**src/rtl/mcpwm_pkg.sv**
```systemverilog
`timescale 1ns/1ps
// Shared sizes and types for the motor PWM modulator.
package mcpwm_pkg;
    localparam int CNT_W_DEF  = 12;  // master counter width
    localparam int N_CH_DEF   = 6;   // number of compare channels
    localparam int SEL_W_DEF  = 2;   // prescale select width (divide 1..2^(2^SEL_W-1))
    localparam int ADDR_W_DEF = 4;   // register address width

    // Counter shape: sawtooth or triangle.
    typedef enum logic {
        ALIGN_EDGE   = 1'b0,
        ALIGN_CENTER = 1'b1
    } align_e;
endpackage

```
**src/rtl/mcpwm_regs.sv**
```systemverilog
`timescale 1ns/1ps
// Register file of the modulator.
// What: staging copies of thresholds, period, prescale and mode, loaded from
// the write port; working copies taken from the staging set on `load`.
// The enable bit is not staged and acts at once.
// Assumes: `load` is asserted by the counter while idle and on the last
// clock of each period; CNT_W >= 2.
module mcpwm_regs
    import mcpwm_pkg::*;
#(
    parameter int CNT_W  = CNT_W_DEF,
    parameter int N_CH   = N_CH_DEF,
    parameter int SEL_W  = SEL_W_DEF,
    parameter int ADDR_W = ADDR_W_DEF
) (
    input  logic                           clk,
    input  logic                           rst_n,
    input  logic                           wr_en,
    input  logic [ADDR_W-1:0]              wr_addr,
    input  logic [CNT_W-1:0]               wr_data,
    input  logic                           load,
    output logic                           en_q,
    output align_e                         mode_q,
    output logic [CNT_W-1:0]               per_q,
    output logic [SEL_W-1:0]               sel_q,
    output logic [N_CH-1:0][CNT_W-1:0]     cmp_q
);
    localparam logic [ADDR_W-1:0] ADR_PER = ADDR_W'(N_CH);
    localparam logic [ADDR_W-1:0] ADR_PRE = ADDR_W'(N_CH + 1);
    localparam logic [ADDR_W-1:0] ADR_CTL = ADDR_W'(N_CH + 2);

    logic [CNT_W-1:0] cmp_sh [N_CH];
    logic [CNT_W-1:0] per_sh;
    logic [SEL_W-1:0] sel_sh;
    align_e           mode_sh;

    // One staging threshold per channel, decoded from its own address.
    for (genvar ch = 0; ch < N_CH; ch++) begin : g_cmp_sh
        always_ff @(posedge clk) begin
            if (!rst_n)
                cmp_sh[ch] <= '0;
            else if (wr_en && (wr_addr == ADDR_W'(ch)))
                cmp_sh[ch] <= wr_data;
        end
    end

    // Staging period, prescale, mode and the immediate enable bit.
    always_ff @(posedge clk) begin
        if (!rst_n) begin
            per_sh  <= '0;
            sel_sh  <= '0;
            mode_sh <= ALIGN_EDGE;
            en_q    <= 1'b0;
        end else if (wr_en) begin
            if (wr_addr == ADR_PER) per_sh <= wr_data;
            if (wr_addr == ADR_PRE) sel_sh <= wr_data[SEL_W-1:0];
            if (wr_addr == ADR_CTL) begin
                en_q    <= wr_data[0];
                mode_sh <= wr_data[1] ? ALIGN_CENTER : ALIGN_EDGE;
            end
        end
    end

    // Working set: copied from staging only at a period start or while idle.
    always_ff @(posedge clk) begin
        if (!rst_n) begin
            per_q  <= '0;
            sel_q  <= '0;
            mode_q <= ALIGN_EDGE;
            cmp_q  <= '0;
        end else if (load) begin
            per_q  <= per_sh;
            sel_q  <= sel_sh;
            mode_q <= mode_sh;
            for (int ch = 0; ch < N_CH; ch++) cmp_q[ch] <= cmp_sh[ch];
        end
    end

    // working settings never move between loads.
    p_hold_between_loads_r5: assert property (@(posedge clk) disable iff (!rst_n)
        !load |=> ($stable(cmp_q) && $stable(per_q) && $stable(sel_q) && $stable(mode_q)));
endmodule

```
**src/rtl/mcpwm_prescaler.sv**
```systemverilog
`timescale 1ns/1ps
// Clock prescaler for the master counter.
// What: emits `tick` once every 2^sel clocks while `run` is high.
// Assumes: sel only changes on a tick or while not running, so the
// divider phase restarts cleanly at every period start.
module mcpwm_prescaler #(
    parameter int SEL_W = mcpwm_pkg::SEL_W_DEF
) (
    input  logic             clk,
    input  logic             rst_n,
    input  logic             run,
    input  logic [SEL_W-1:0] sel,
    output logic             tick
);
    localparam int PRE_W = (1 << SEL_W) - 1;

    logic [PRE_W-1:0] pre;
    logic [PRE_W-1:0] lim;

    // Terminal value 2^sel - 1 as a thermometer mask.
    always_comb begin
        for (int k = 0; k < PRE_W; k++) lim[k] = (k < int'(sel));
    end

    assign tick = run && (pre == lim);

    // Divider phase: cleared when idle and after every tick.
    always_ff @(posedge clk) begin
        if (!rst_n || !run)
            pre <= '0;
        else if (tick)
            pre <= '0;
        else
            pre <= pre + PRE_W'(1);
    end

    // the phase never passes the selected terminal value.
    p_phase_in_range_r4: assert property (@(posedge clk) disable iff (!rst_n)
        run |-> (pre <= lim));
endmodule

```
**src/rtl/mcpwm_counter.sv**
```systemverilog
`timescale 1ns/1ps
// Master counter of the modulator.
// What: counts on prescaler ticks in sawtooth or triangle shape, marks the
// last clock of each period, requests the working-set load and produces
// the ADC start pulse on the first clock of every period.
// Assumes: per and center come from the working set, which only changes
// when `load` is high; the first clock after enabling is spent idle.
module mcpwm_counter
    import mcpwm_pkg::*;
#(
    parameter int CNT_W = CNT_W_DEF
) (
    input  logic             clk,
    input  logic             rst_n,
    input  logic             en,
    input  align_e           center,
    input  logic [CNT_W-1:0] per,
    input  logic             tick,
    output logic             counting,
    output logic [CNT_W-1:0] cnt,
    output logic             load,
    output logic             cyc_end,
    output logic             adc_trig
);
    logic             run_q;
    logic             dn_q;
    logic             adc_q;
    logic [CNT_W-1:0] nxt;
    logic             nxt_dn;
    logic             step;

    // Next count and direction for either counter shape.
    always_comb begin
        nxt    = cnt;
        nxt_dn = dn_q;
        if (center == ALIGN_EDGE) begin
            nxt_dn = 1'b0;
            nxt    = (cnt >= per) ? '0 : cnt + CNT_W'(1);
        end else if (per == '0) begin
            nxt_dn = 1'b0;
            nxt    = '0;
        end else if (!dn_q && (cnt < per)) begin
            nxt    = cnt + CNT_W'(1);
        end else begin
            nxt    = cnt - CNT_W'(1);
            nxt_dn = (cnt != CNT_W'(1));
        end
    end

    assign counting = run_q && en;
    assign step     = counting && tick;
    assign cyc_end  = step && (nxt == '0);
    assign load     = !run_q || cyc_end;
    assign adc_trig = adc_q && en;

    // Count state, run flag and the registered period-start pulse.
    always_ff @(posedge clk) begin
        if (!rst_n || !en) begin
            run_q <= 1'b0;
            cnt   <= '0;
            dn_q  <= 1'b0;
            adc_q <= 1'b0;
        end else begin
            run_q <= 1'b1;
            adc_q <= !run_q || cyc_end;
            if (step) begin
                cnt  <= nxt;
                dn_q <= nxt_dn;
            end
        end
    end

    // the count never exceeds the working period value.
    p_cnt_bound_r2: assert property (@(posedge clk) disable iff (!rst_n)
        cnt <= per);
    // the falling slope never sits at zero.
    p_down_nonzero_r3: assert property (@(posedge clk) disable iff (!rst_n)
        dn_q |-> (cnt != '0));
    // the ADC pulse coincides with count zero.
    p_adc_at_zero_r6: assert property (@(posedge clk) disable iff (!rst_n)
        adc_trig |-> (cnt == '0));
    // the period-end flag is followed by the ADC pulse unless disabled.
    p_end_then_adc_r7: assert property (@(posedge clk) disable iff (!rst_n)
        cyc_end |=> (adc_trig || !en));
endmodule

```
**src/rtl/mcpwm_compare.sv**
```systemverilog
`timescale 1ns/1ps
// Compare bank of the modulator.
// What: one comparator per channel against the shared count; threshold 0
// forces low, threshold at or above the period forces high.
// Assumes: cnt, per and cmp are registered; outputs are combinational and
// are registered by the output stage that follows.
module mcpwm_compare #(
    parameter int CNT_W = mcpwm_pkg::CNT_W_DEF,
    parameter int N_CH  = mcpwm_pkg::N_CH_DEF
) (
    input  logic                       clk,
    input  logic                       rst_n,
    input  logic                       active,
    input  logic [CNT_W-1:0]           cnt,
    input  logic [CNT_W-1:0]           per,
    input  logic [N_CH-1:0][CNT_W-1:0] cmp,
    output logic [N_CH-1:0]            pwm
);
    for (genvar ch = 0; ch < N_CH; ch++) begin : g_ch
        // Channel level from the shared count.
        assign pwm[ch] = active && (cmp[ch] != '0) &&
                         ((cmp[ch] >= per) || (cnt < cmp[ch]));

        // a zero threshold never raises its channel.
        p_zero_low_r8: assert property (@(posedge clk) disable iff (!rst_n)
            (cmp[ch] == '0) |-> !pwm[ch]);
    end
endmodule

```
**src/rtl/mcpwm_modulator.sv**
```systemverilog
`timescale 1ns/1ps
// Multi-channel motor PWM modulator, top level.
// What: register port, prescaler, master counter and compare bank wired
// into one time base with six raw outputs, an ADC start pulse and a
// period-end flag.
// Assumes: synchronous active-low reset; outputs feed a registered
// dead-time and protection stage.
module mcpwm_modulator
    import mcpwm_pkg::*;
#(
    parameter int CNT_W  = CNT_W_DEF,
    parameter int N_CH   = N_CH_DEF,
    parameter int SEL_W  = SEL_W_DEF,
    parameter int ADDR_W = ADDR_W_DEF
) (
    input  logic              clk,
    input  logic              rst_n,
    input  logic              wr_en,
    input  logic [ADDR_W-1:0] wr_addr,
    input  logic [CNT_W-1:0]  wr_data,
    output logic [N_CH-1:0]   pwm_raw,
    output logic              adc_trig,
    output logic              cyc_end
);
    logic                       en_q;
    align_e                     mode_q;
    logic [CNT_W-1:0]           per_q;
    logic [SEL_W-1:0]           sel_q;
    logic [N_CH-1:0][CNT_W-1:0] cmp_q;
    logic                       load;
    logic                       tick;
    logic                       counting;
    logic [CNT_W-1:0]           cnt;

    mcpwm_regs #(.CNT_W(CNT_W), .N_CH(N_CH), .SEL_W(SEL_W), .ADDR_W(ADDR_W)) u_regs (
        .clk(clk), .rst_n(rst_n), .wr_en(wr_en), .wr_addr(wr_addr), .wr_data(wr_data),
        .load(load), .en_q(en_q), .mode_q(mode_q), .per_q(per_q), .sel_q(sel_q),
        .cmp_q(cmp_q)
    );

    mcpwm_prescaler #(.SEL_W(SEL_W)) u_pre (
        .clk(clk), .rst_n(rst_n), .run(counting), .sel(sel_q), .tick(tick)
    );

    mcpwm_counter #(.CNT_W(CNT_W)) u_cnt (
        .clk(clk), .rst_n(rst_n), .en(en_q), .center(mode_q), .per(per_q),
        .tick(tick), .counting(counting), .cnt(cnt), .load(load),
        .cyc_end(cyc_end), .adc_trig(adc_trig)
    );

    mcpwm_compare #(.CNT_W(CNT_W), .N_CH(N_CH)) u_cmp (
        .clk(clk), .rst_n(rst_n), .active(counting), .cnt(cnt), .per(per_q),
        .cmp(cmp_q), .pwm(pwm_raw)
    );

    // with the enable bit off every output stays quiet.
    p_quiet_when_off_r9: assert property (@(posedge clk) disable iff (!rst_n)
        !en_q |-> ((pwm_raw == '0) && !adc_trig && !cyc_end));
endmodule

```
**config.mk**
```make
export PLATFORM = sky130hd
export DESIGN_NAME = mcpwm_modulator
export DESIGN_NICKNAME = d
export VERILOG_FILES = /design/src/rtl/mcpwm_pkg.sv /design/src/rtl/mcpwm_regs.sv /design/src/rtl/mcpwm_prescaler.sv /design/src/rtl/mcpwm_counter.sv /design/src/rtl/mcpwm_compare.sv /design/src/rtl/mcpwm_modulator.sv
export SDC_FILE = /design/constraint.sdc
export NUM_CORES = 1
export LEC_CHECK = 0
export ABC_AREA = 0
export BUFFER_PORTS_ARGS = -buffer_cell sky130_fd_sc_hd__buf_4
export CORE_MARGIN = 2
export CORE_UTILIZATION = 58
export CTS_CLUSTER_DIAMETER = 100
export DETAILED_ROUTE_END_ITERATION = 10
export PLACE_DENSITY = 0.78
export SLEW_MARGIN = 5
export SYNTH_ARGS = -nofsm -noshare
export SYNTH_HDL_FRONTEND = slang
export SYNTH_HIERARCHICAL = 1
export SYNTH_SLANG_ARGS = --single-unit
```
**constraint.sdc**
```tcl
create_clock -name clk -period 3.1 [get_ports clk]
set_clock_uncertainty 0.05 [all_clocks]
set_input_delay 0.31 -clock clk [delete_from_list [all_inputs] [get_ports clk]]
set_output_delay 0.31 -clock clk [all_outputs]
set_load 0.05 [all_outputs]
```
==> metrics.md <==
| Metric | Value |
|---|---|
| Routed WL per cell | 21.8 um |
| CTS tree | yes |
| Global route overflow | 0 |
| Unrepaired setup endpoints after global routing | true |
| CTS Buf Count | 17 |
| Min-Delay Path Class | in -> reg |
| Util after Layout | a little under three quarters |
| Starting DRC count in detailed routing | 919 |
| Crit path buffers/inverters | 5 |
| R2R Path Start | u_regs/per_q[6]$_SDFFE_PN0P_ |
| IO Pins | 27 |
| Mean Syn Cell Area | between 9 and 10 um^2 |
| Share of cells above drive strength 1 | 19.6% |
| Top cells by count, synth | ha_1, dfxtp_1, inv_1, mux2i_1, nor2b_1 |
| Slew Viols, Final | 0 |
| Synth area leader | dfxtp_1 |
| Drt drc | 0 |
| Data arrival, critical path | around 3.8 ns |
| Slowest cell delay on critical path | ~0.40 ns |
| Post-route setup slack | -0.422 ns |
| Yosys top cell area share | approximately 20% |
| Nets | between 1,500 and 2,000 |
| Sequential fraction of the synthesis area | between 30% and 40% |
| Vias in the first global route | around 9,600 |
| CP most frequent cell | buf_12 |
| Multi-input logic area | 7120 um^2 |
| Pin count of the biggest net entering global routing | 76 |
| CTS HTree Levels | 4 |
| Minimum clock period | 3.52 ns |
| Setup crit start | u_regs/per_q[6]$_SDFFE_PN0P_ |
| CTS clk-pin slew, worst paths | ~0.070 ns |
| Status | complete, but fails checks |
| Clock buffer depth | 2 |
| DR pass1 iterations | 8 |
| Setup TNS | -26.92 ns |
| Global-route wire length before repair | between 50 and 60 mm |
| Top FF cell, synth | dfxtp_1 |
| # Max-Cap Violations | 0 |
| Post-synthesis net count | approximately 1,400 |
| Post-DP HPWL | 22.7 mm |
| Register area | about 4600 um^2 |
| Root Buffer | clkbuf_16 |
| Flops & latches, synth | between 150 and 200 |
| Final Cell Area | ~14,000 um^2 |
| Ys async rst share | 0% |
| Clk_lat worst skew | between 0.4 and 0.5 ns |
| Worst-path cell chain | inv_1 > ha_4 > o21ai_0 > nor2_1 > o31a_1 > o221a_2 > a311oi_2 > o2111ai_2 > buf_4 > o21ai_4 > buf_12 > clkbuf_16 > buf_12 > mux2i_1 > nor2b_1 |
| Area after DPL | roughly 13,000 um^2 |
| Maximum VDD drop | 0.429 mV |
| Max-slew headroom | roughly 9.0% |
| Synth top area cells | dfxtp_1, edfxtp_1, ha_1 |
| Crit path launch type | register |
| Crit Path Max Fanout | 8 |
| Hold_sp | wr_data[2] |
| # port buffers | 26 |
| Power density cells | 391 nW/um^2 |
| ANT nets after route | 0 |
| Synthesis Warnings | 6 |
| Die ar. | roughly 22,000 um^2 |
| Area grow syn2layout | 20.1% |
| Die Ht | 148 um |
| # setup viols final | 88 |
| GP Congestion | 0.960 |
| Failing checks | setup timing |
| Core box area | 20,200 um^2 |
| Leakage | between 6 and 7 nW |
| DP Worst Slack | -0.265 ns |
| Synth cell types | between 70 and 80 |
| Slowest CP cell | o31a_1 |
| Die W | roughly 150 um |
| Post-synth EDFFs | 72 |
| Mapped Cells | 1,225 |
| Crit-path leading delay family | compound AO/OA/AOI/OAI gates |
| CTS sink count | 193 |
| DRT Wirelength | between 30 and 40 mm |
| Vias/cell | 6.18 |
| All-layer global routing usage | between 30% and 40% |
| Synth Cell Area | between 10,000 and 15,000 um^2 |
| N_diodes | 0 |
| Cell with the most instances after synthesis | ha_1 |
| FP Rows | 52 |
| CP Class | reg -> reg |
| Initial antenna violation count | 4 |
| Starting density of the core | around 60% |
| Fin. Hold Viols | 0 |
| Fin crit share | 114% |
| Fmax | 0.284 GHz |
| Overall Power | around 5.6 mW |
| Via count | between 10,000 and 15,000 |
| Worst Tran Pin Value | approximately 1.4 ns |
| Fill count | between 1,000 and 1,500 |
| Data required, critical path | between 3 and 4 ns |
| Crit end category | register |
==> report_power, final <==
group	internal, mW	total, mW	switching, mW	leakage, nW
combinational	0.259	0.578	0.319	4.45
sequential	2.74	2.84	0.104	1.69
clock	1.15	2.20	1.05	0.281
total	4.15	5.62	1.47	6.43
==> layer usage <==
| metal | part of all wire [%] | GRT usage [%] |
|---|---|---|
| met4 | 4.7 | 13.6 |
| met5 | 0 | 0 |
| met2 | 46 | 51.7 |
| met1 | 41 | 41.8 |
| met3 | 8.3 | 5.52 |
==> metrics by stage <==
stage          hold slack (ns)  cells
2_1_floorplan            0.384   1225
3_3_place_gp             0.396   1559
3_5_place_dp             0.400   1559
4_1_cts                  0.148   1610
5_1_grt                  0.161   1620
6_report                 0.159   1620
==> final timing paths <==
path | endpoint | slack [ns] | cells after the start
worst max-delay path | u_regs/cmp_q[3]$_SDFFE_PN0P_ | -0.42 | 15
worst min-delay path | u_regs/per_sh[2]$_SDFFE_PN0P_ | 0.16 | 3
worst max register to register | u_regs/cmp_q[3]$_SDFFE_PN0P_ | -0.42 | 15
worst min register to register | u_regs/per_sh[5]$_SDFFE_PN0P_ | 0.41 | 2
==> what timing repair did <==
item / CTS / global route
setup buffers: 14 / 11
pin swaps: 16 / 19
hold buffers: 0 / 0
gates resized for setup: 50 / 48
gates cloned: 5 / 3
endpoints found under the setup margin: 88 / 92
==> layout make-up <==
type,count,area share (%)
tap,270,2.35
sequential,193,32.1
inverter,105,2.74
timing repair buffer,138,9.18
multi-input combinational,882,49.5
clock inverter,15,1.18
clock buffer,17,2.96
==> registers in the layout, indices dropped and copies added, names as in the netlist, 2 cells and up <==
signal	cells
u_regs/per_sh	12
u_regs/cmp_q	72
u_regs/per_q	12
u_cnt/cnt	12
u_regs/cmp_sh	72
u_pre/pre	3
u_regs/sel_sh	2
u_regs/sel_q	2
==> logic make-up after synthesis <==
family / share of synthesized area, %
buf+inv: 5.45
simple gates: 19.9
fa+ha+maj: 16.1
flops: 38.3
compound gates: 11.1
xor+xnor: 0.439
mux: 8.73
==> worst min-delay path, stage by stage <==
cell and delay (ns):
buf_4 0.16, nand2_1 0.07, mux2i_1 0.06
==> layout by cell type, fill, tap and decap left out, types with 18 or more instances in the layout <==
cell type / instances
o21ai_0: 38
nand4_1: 18
nand2_1: 82
dfxtp_1: 107
nor2_1: 31
ha_1: 146
a21oi_1: 58
inv_1: 102
mux2i_1: 92
nor4_1: 25
nor2b_1: 87
nand3_1: 25
clkbuf_16: 20
edfxtp_1: 72
and2_1: 71
buf_4: 109
(Power assumes the default switching activity.)
